==> config.mk <==
export PLATFORM = sky130hd
export DESIGN_NAME = prio_pinmux
export DESIGN_NICKNAME = d
export VERILOG_FILES = /design/src/rtl/pinmux_pkg.sv /design/src/rtl/pinmux_regs.sv /design/src/rtl/pinmux_expr.sv /design/src/rtl/pinmux_resolve.sv /design/src/rtl/prio_pinmux.sv
export SDC_FILE = /design/constraint.sdc
export NUM_CORES = 1
export LEC_CHECK = 0
export BUFFER_PORTS_ARGS = -buffer_cell sky130_fd_sc_hd__buf_2
export CAP_MARGIN = 5
export CORE_MARGIN = 2
export CORE_UTILIZATION = 55
export DETAILED_ROUTE_END_ITERATION = 10
export MAX_ROUTING_LAYER = met4
export PLACE_DENSITY = 0.79
export SLEW_MARGIN = 15
export SYNTH_ARGS = -nofsm -noshare
export SYNTH_HDL_FRONTEND = slang
export SYNTH_SLANG_ARGS = --single-unit
==> constraint.sdc <==
create_clock -name clk -period 1.8 [get_ports clk]
set_input_delay 0.09 -clock clk [delete_from_list [all_inputs] [get_ports clk]]
set_output_delay 0.09 -clock clk [all_outputs]
set_load 0.05 [all_outputs]
==> src/rtl/pinmux_pkg.sv <==
package pinmux_pkg;

    localparam int REG_W    = 32;
    localparam int NUM_PINS = 6;

    // Register byte offsets (software visible)
    localparam logic [7:0] OFF_MISC   = 8'h3C;
    localparam logic [7:0] OFF_STRAP  = 8'h70;
    localparam logic [7:0] OFF_FSEL_A = 8'h80;
    localparam logic [7:0] OFF_FSEL_B = 8'h84;
    localparam logic [7:0] OFF_FSEL_C = 8'h90;
    localparam logic [7:0] OFF_FSEL_D = 8'hA4;

    typedef enum logic [1:0] {
        SEL_GPIO = 2'b00,
        SEL_LOW  = 2'b01,
        SEL_HIGH = 2'b10
    } pin_sel_e;

    typedef struct packed {
        logic [REG_W-1:0] misc;
        logic [REG_W-1:0] fsel_a;
        logic [REG_W-1:0] fsel_b;
        logic [REG_W-1:0] fsel_c;
        logic [REG_W-1:0] fsel_d;
        logic [REG_W-1:0] strap;
    } ctl_regs_t;

    typedef struct packed {
        ctl_regs_t ctl;
        logic      captured;
    } reg_state_t;

    // One comparison term: field [lsb +: width] of word equals val
    function automatic logic field_is(input logic [REG_W-1:0] word,
                                      input int lsb, input int width,
                                      input int unsigned val);
        logic [REG_W-1:0] shifted;
        logic [REG_W-1:0] mask;
        shifted = word >> lsb;
        mask    = (REG_W'(1) << width) - REG_W'(1);
        return (shifted & mask) == (REG_W'(val) & mask);
    endfunction

endpackage

==> src/rtl/pinmux_regs.sv <==
module pinmux_regs
    import pinmux_pkg::*;
#(
    parameter int ADDR_W = 8
) (
    input  logic              clk,
    input  logic              rst_n,
    input  logic [REG_W-1:0]  strap_pins,
    input  logic              reg_wr,
    input  logic [ADDR_W-1:0] reg_addr,
    input  logic [REG_W-1:0]  reg_wdata,
    output logic [REG_W-1:0]  reg_rdata,
    output ctl_regs_t         ctl_o
);

    reg_state_t st_d, st_q;

    always_comb begin
        st_d = st_q;
        if (!st_q.captured) begin
            st_d.ctl.strap = strap_pins;
            st_d.captured  = 1'b1;
        end
        if (reg_wr) begin
            case (reg_addr)
                ADDR_W'(OFF_MISC):   st_d.ctl.misc   = reg_wdata;
                ADDR_W'(OFF_FSEL_A): st_d.ctl.fsel_a = reg_wdata;
                ADDR_W'(OFF_FSEL_B): st_d.ctl.fsel_b = reg_wdata;
                ADDR_W'(OFF_FSEL_C): st_d.ctl.fsel_c = reg_wdata;
                ADDR_W'(OFF_FSEL_D): st_d.ctl.fsel_d = reg_wdata;
                default: ;
            endcase
        end
    end

    always_ff @(posedge clk or negedge rst_n) begin
        if (!rst_n) st_q <= '0;
        else        st_q <= st_d;
    end

    always_comb begin
        case (reg_addr)
            ADDR_W'(OFF_MISC):   reg_rdata = st_q.ctl.misc;
            ADDR_W'(OFF_STRAP):  reg_rdata = st_q.ctl.strap;
            ADDR_W'(OFF_FSEL_A): reg_rdata = st_q.ctl.fsel_a;
            ADDR_W'(OFF_FSEL_B): reg_rdata = st_q.ctl.fsel_b;
            ADDR_W'(OFF_FSEL_C): reg_rdata = st_q.ctl.fsel_c;
            ADDR_W'(OFF_FSEL_D): reg_rdata = st_q.ctl.fsel_d;
            default:             reg_rdata = '0;
        endcase
    end

    assign ctl_o = st_q.ctl;

    // software cannot alter the strap word
    a_r4_strap_ro: assert property (@(posedge clk) disable iff (!rst_n)
        (st_q.captured && reg_wr && reg_addr == ADDR_W'(OFF_STRAP)) |=> $stable(st_q.ctl.strap));

    // once captured, the strap word holds
    a_r5_strap_held: assert property (@(posedge clk) disable iff (!rst_n)
        st_q.captured |=> $stable(st_q.ctl.strap));

    // a write to a control word lands on the next edge
    a_r6_write_lands: assert property (@(posedge clk) disable iff (!rst_n)
        (reg_wr && reg_addr == ADDR_W'(OFF_FSEL_C)) |=> (ctl_o.fsel_c == $past(reg_wdata)));

endmodule

==> src/rtl/pinmux_expr.sv <==
module pinmux_expr
    import pinmux_pkg::*;
(
    input  logic                clk,
    input  logic                rst_n,
    input  ctl_regs_t           ctl_i,
    output logic [NUM_PINS-1:0] hi_req,
    output logic [NUM_PINS-1:0] lo_req
);

    // Function terms, each an AND of field comparisons
    logic fn_link, fn_i2c_clk, fn_timer, fn_rst_base, fn_rst, fn_cs;
    logic fn_vid_any, fn_vid_30, fn_de_pin, fn_txd_pin;
    logic fn_carrier, fn_sio_sw, fn_sio_strap;

    always_comb begin
        fn_link      = field_is(ctl_i.fsel_a, 0, 1, 1);
        fn_i2c_clk   = field_is(ctl_i.fsel_c, 22, 1, 1);
        fn_timer     = field_is(ctl_i.fsel_a, 4, 1, 1);
        fn_rst_base  = field_is(ctl_i.misc, 3, 1, 1) && field_is(ctl_i.fsel_a, 15, 1, 1);
        fn_rst       = fn_rst_base && field_is(ctl_i.fsel_c, 31, 1, 0);
        fn_cs        = fn_rst_base && field_is(ctl_i.fsel_c, 31, 1, 1);
        fn_de_pin    = field_is(ctl_i.fsel_b, 17, 1, 1);
        fn_txd_pin   = field_is(ctl_i.fsel_b, 22, 1, 1);
        // Video data-enable: any of the three video modes
        fn_vid_any   = (field_is(ctl_i.fsel_c, 4, 2, 1) && fn_de_pin)
                    || (field_is(ctl_i.fsel_c, 4, 2, 2) && fn_de_pin)
                    || (field_is(ctl_i.fsel_c, 4, 2, 3) && fn_de_pin);
        fn_vid_30    = field_is(ctl_i.fsel_c, 4, 2, 3) && fn_txd_pin;
        fn_carrier   = field_is(ctl_i.fsel_a, 25, 1, 1);
        fn_sio_sw    = field_is(ctl_i.fsel_d, 12, 1, 1);
        fn_sio_strap = field_is(ctl_i.strap, 19, 1, 0);
    end

    always_comb begin
        hi_req = '0;
        lo_req = '0;
        hi_req[0] = fn_link;
        hi_req[1] = fn_i2c_clk;
        lo_req[1] = fn_timer;
        hi_req[2] = fn_rst;
        lo_req[2] = fn_cs;
        hi_req[3] = fn_vid_any;
        lo_req[3] = fn_de_pin;
        hi_req[4] = fn_vid_30;
        lo_req[4] = fn_txd_pin;
        hi_req[5] = fn_carrier;
        lo_req[5] = fn_sio_sw || fn_sio_strap;
    end

    // Bits of the control words that no expression reads
    logic unused_ctl;
    assign unused_ctl = ^ctl_i;

    // reset and chip-select requests on pin 2 never coincide
    a_r9_rst_cs_excl: assert property (@(posedge clk) disable iff (!rst_n)
        !(hi_req[2] && lo_req[2]));

    // video data high request implies its low enable is also set
    a_r11_vid_needs_pin: assert property (@(posedge clk) disable iff (!rst_n)
        hi_req[4] |-> lo_req[4]);

endmodule

==> src/rtl/pinmux_resolve.sv <==
module pinmux_resolve
    import pinmux_pkg::*;
(
    input  logic                  clk,
    input  logic                  rst_n,
    input  logic [NUM_PINS-1:0]   hi_req,
    input  logic [NUM_PINS-1:0]   lo_req,
    input  logic [NUM_PINS-1:0]   hi_src_out,
    input  logic [NUM_PINS-1:0]   hi_src_oe,
    input  logic [NUM_PINS-1:0]   lo_src_out,
    input  logic [NUM_PINS-1:0]   lo_src_oe,
    input  logic [NUM_PINS-1:0]   gpio_out,
    input  logic [NUM_PINS-1:0]   gpio_oe,
    output logic [2*NUM_PINS-1:0] sel_o,
    output logic [NUM_PINS-1:0]   pad_out,
    output logic [NUM_PINS-1:0]   pad_oe
);

    for (genvar g = 0; g < NUM_PINS; g++) begin : g_pin
        pin_sel_e sel;

        always_comb begin
            if (hi_req[g])      sel = SEL_HIGH;
            else if (lo_req[g]) sel = SEL_LOW;
            else                sel = SEL_GPIO;
        end

        always_comb begin
            case (sel)
                SEL_HIGH: begin pad_out[g] = hi_src_out[g]; pad_oe[g] = hi_src_oe[g]; end
                SEL_LOW:  begin pad_out[g] = lo_src_out[g]; pad_oe[g] = lo_src_oe[g]; end
                default:  begin pad_out[g] = gpio_out[g];   pad_oe[g] = gpio_oe[g];   end
            endcase
        end

        assign sel_o[2*g +: 2] = sel;

        // low priority only while high is not requested
        a_r3_low_blocked: assert property (@(posedge clk) disable iff (!rst_n)
            (sel_o[2*g +: 2] == SEL_LOW) |-> !hi_req[g]);

        // GPIO only when no function is requested
        a_r3_gpio_idle: assert property (@(posedge clk) disable iff (!rst_n)
            (sel_o[2*g +: 2] == SEL_GPIO) |-> (!hi_req[g] && !lo_req[g]));

        // code is never the unused value
        a_r2_code_legal: assert property (@(posedge clk) disable iff (!rst_n)
            sel_o[2*g +: 2] != 2'b11);
    end

endmodule

==> src/rtl/prio_pinmux.sv <==
module prio_pinmux
    import pinmux_pkg::*;
#(
    parameter int ADDR_W = 8
) (
    input  logic                  clk,
    input  logic                  rst_n,
    input  logic [REG_W-1:0]      strap_pins,
    input  logic                  reg_wr,
    input  logic [ADDR_W-1:0]     reg_addr,
    input  logic [REG_W-1:0]      reg_wdata,
    output logic [REG_W-1:0]      reg_rdata,
    input  logic [NUM_PINS-1:0]   hi_src_out,
    input  logic [NUM_PINS-1:0]   hi_src_oe,
    input  logic [NUM_PINS-1:0]   lo_src_out,
    input  logic [NUM_PINS-1:0]   lo_src_oe,
    input  logic [NUM_PINS-1:0]   gpio_out,
    input  logic [NUM_PINS-1:0]   gpio_oe,
    output logic [2*NUM_PINS-1:0] pin_sel,
    output logic [NUM_PINS-1:0]   pad_out,
    output logic [NUM_PINS-1:0]   pad_oe
);

    ctl_regs_t           ctl;
    logic [NUM_PINS-1:0] hi_req;
    logic [NUM_PINS-1:0] lo_req;

    pinmux_regs #(.ADDR_W(ADDR_W)) u_regs (
        .clk        (clk),
        .rst_n      (rst_n),
        .strap_pins (strap_pins),
        .reg_wr     (reg_wr),
        .reg_addr   (reg_addr),
        .reg_wdata  (reg_wdata),
        .reg_rdata  (reg_rdata),
        .ctl_o      (ctl)
    );

    pinmux_expr u_expr (
        .clk    (clk),
        .rst_n  (rst_n),
        .ctl_i  (ctl),
        .hi_req (hi_req),
        .lo_req (lo_req)
    );

    pinmux_resolve u_resolve (
        .clk        (clk),
        .rst_n      (rst_n),
        .hi_req     (hi_req),
        .lo_req     (lo_req),
        .hi_src_out (hi_src_out),
        .hi_src_oe  (hi_src_oe),
        .lo_src_out (lo_src_out),
        .lo_src_oe  (lo_src_oe),
        .gpio_out   (gpio_out),
        .gpio_oe    (gpio_oe),
        .sel_o      (pin_sel),
        .pad_out    (pad_out),
        .pad_oe     (pad_oe)
    );

endmodule

==> impl_metrics.json <==
{
  "crit_chain": "a22o_1 -> a222oi_1 -> o21ai_1 -> buf_6",
  "finalNetCount": 992,
  "drtIter0Drc": 548,
  "antenna_found_initial": 2,
  "dr_total_vias": 6630,
  "netlist.area_leader.share_pct": 56.0,
  "first_pass_iters": 8,
  "slowest_delay_ps": 400,
  "grt_pass1_wl_mm": 36.8,
  "fin_crit_sh_pct": 105,
  "synth_cell_type_count": 32,
  "max_cap_violations": 0,
  "wirelength_mm": 23.7,
  "root_buffer": "clkbuf_16",
  "synth_area_um2": 8620,
  "hpwlAfterDp_mm": 15.5,
  "gp_congestion": 0.803,
  "cp-start-kind": "flop",
  "ant_nets": 0,
  "cpLargestDelayFamily": "compound AO/OA/AOI/OAI gates",
  "crit_path_max_fanout": 2,
  "grt_max_degree": 54,
  "crit_cells": 4,
  "maxSlewViolCount": 0,
  "synthArstFlopShare_pct": 100,
  "ys_warn_count": 0,
  "path_buf_inv": 1,
  "status": "finished, violations left",
  "slowest_stage": "a222oi_1",
  "ir_worst_vdd_mv": 0.663,
  "cts_tree": "done",
  "wl_per_cell_um": 21.4,
  "synthCells": 627,
  "core-area_um2": 15300,
  "cp-end-kind": "primary output",
  "die_y_um": 129,
  "synth_mux_area_share_pct": 26.5,
  "violations": "negative setup slack",
  "synth_fp_nets": 738,
  "finalHoldViolCount": 0,
  "timing.final.crit_period_ps": 1880,
  "synthSimpleGateAreaFrac_pct": 3.72,
  "synth.yosys.seq_area_share_pct": 56.0,
  "start_util_pct": 56.5,
  "place_ws_ps": -51.4,
  "insertion_delay_ps": 440,
  "power_leakage_nw": 5.70,
  "r2r_setup_slack_ps": 590,
  "synth-xor-area-share_pct": 0,
  "synth_most_common_cell": "dfrtp_1",
  "drc_errors": 0,
  "grt_usage_pct": 30.1,
  "yosys.area_share.adder_pct": 0,
  "synth_ff_type": "dfrtp_1",
  "h-tree-depth": 4,
  "hp-class": "in -> async",
  "ff2ff_path_depth": 2,
  "grt_pass1_vias": 6995,
  "dieArea_um2": 16700,
  "fmax_mhz": 531,
  "clkSinkCount": 193,
  "netlist_top_cells_count": "dfrtp_1 (193), mux2_2 (154), a22oi_1 (56)",
  "cp.required_ps": 1710,
  "viasPerCell": 5.99,
  "synth_compound_area_share_pct": 11.0,
  "synth_top_family_by_area": "multiplexers",
  "rows": 45,
  "fin_skew_ps": 7.19,
  "io_pins": 167,
  "clk_path_buf_depth": 2,
  "synth-edff-count": 0,
  "numCtsBuffers": 17,
  "drive_above_1_share_pct": 48.5,
  "tns_ps": -185,
  "portBuffers": 163,
  "rsz0062_at_grt": "true",
  "synth_top_cell_by_area": "dfrtp_1",
  "path_class": "reg -> out",
  "fp.dieW_um": 129,
  "path_clk_slew_ps": 70,
  "setup_viol": 4,
  "r2r_start": "u_regs.st_q[0]",
  "synth_area_leaders": "dfrtp_1 (56%), mux2_2 (20%), mux2_1 (5.2%)",
  "areaGrowthSynthToFinish_pct": 33.2,
  "fin_ws_ps": -81.7,
  "rr_endpoint": "u_regs.ctl_o[17]",
  "p_per_area_nw_per_um2": 830,
  "avgSynthCellArea_um2": 13.7,
  "yosys_register_bits": 193,
  "grt-ovfl-total": 0,
  "critPathArrivalTime_ps": 1790
}
==> metal layers <==
| layer | track usage [%] | share of wire (%) | up-vias |
|---|---|---|---|
| li1 | - | - | 2884 |
| met5 | - | 0 | - |
| met4 | 12.0 | 2.4 | 0 |
| met2 | 48.8 | 50 | 296 |
| met1 | 37.9 | 41 | 3403 |
| met3 | 5.62 | 6.6 | 47 |
==> through the flow <==
step                      power (mW)  hold slack [ps]  util, %  cells  instance area (um2)
final                           9.53              197     75.3   1107                11500
after global placement          5.56             79.9     65.7   1004                10000
after global routing            9.86              224     75.3   1107                11500
after floorplan                 5.21             -206        -    627                 8650
after detailed placement        5.62             86.9     65.7   1004                10000
after CTS                       9.53              197     74.3   1102                11300
==> worst max-delay path by stage <==
stage / start / end / slack [ps]
2_1_floorplan: reg_addr[1] / reg_rdata[12] / -340
3_3_place_gp: reg_addr[0] / reg_rdata[26] / -40
3_5_place_dp: reg_addr[0] / reg_rdata[12] / -50
4_1_cts: u_regs.ctl_o[99] / reg_rdata[3] / -90
5_1_grt: u_regs.ctl_o[123] / reg_rdata[27] / -130
6_report: u_regs.ctl_o[99] / reg_rdata[3] / -80
==> report_power, final <==
group          internal, mW  switching (mW)
registers              4.58           0.150
logic                 0.476           0.485
clock network          2.25            1.59
==> worst reg2reg max path: cells and delay by family, from the launching register on <==
family,cells,cell delay [ps]
buffers and inverters,1,330
flip-flops,1,360
multiplexers,1,400
==> kinds of logic after synthesis <==
kind of cell    after synthesis
flops                       193
simple gates                 53
mux                         204
compound gates              126
other cells                   2
buf+inv                      49
==> sequential cells by signal, summed over array words and instances (netlist names) <==
| signal | cells |
|---|---|
| u_regs.ctl_o | 192 |
| u_regs.st_q | 1 |
==> area by class of cell <==
cell class	count	area [um2]
Clock inverter	10	134
Antenna cell	2	5.00
Tap cell	211	264
Fill cell	947	3770
Timing Repair Buffer	283	2080
Sequential cell	193	4830
Clock buffer	22	464
Multi-Input combinational cell	385	3700
Inverter	1	3.75
==> cells in the final DEF (no fill, tap or decap), types with 4 or more instances in the layout <==
cell type / n
a222oi_1: 20
a22o_1: 19
a22oi_1: 56
and2_1: 4
buf_12: 5
buf_2: 133
buf_4: 59
buf_6: 14
clkbuf_16: 17
clkbuf_4: 6
clkinv_2: 4
dfrtp_1: 189
dfrtp_2: 4
dlygate4sd3_1: 65
mux2_1: 40
mux2_2: 154
mux2i_1: 9
nand2_1: 8
nand2_2: 5
nand3_1: 12
nor2_1: 6
o21ai_0: 4
o21ai_1: 13
o21ai_2: 9
==> what timing repair did <==
item,4_1_cts,5_1_grt
setup buffers,1,3
endpoints found under the hold margin,241,0
pin swaps,0,6
gates resized for setup,24,44
endpoints found under the setup margin,20,36
hold buffers,65,0
No activity file was read; power rests on OpenSTA's default activity.
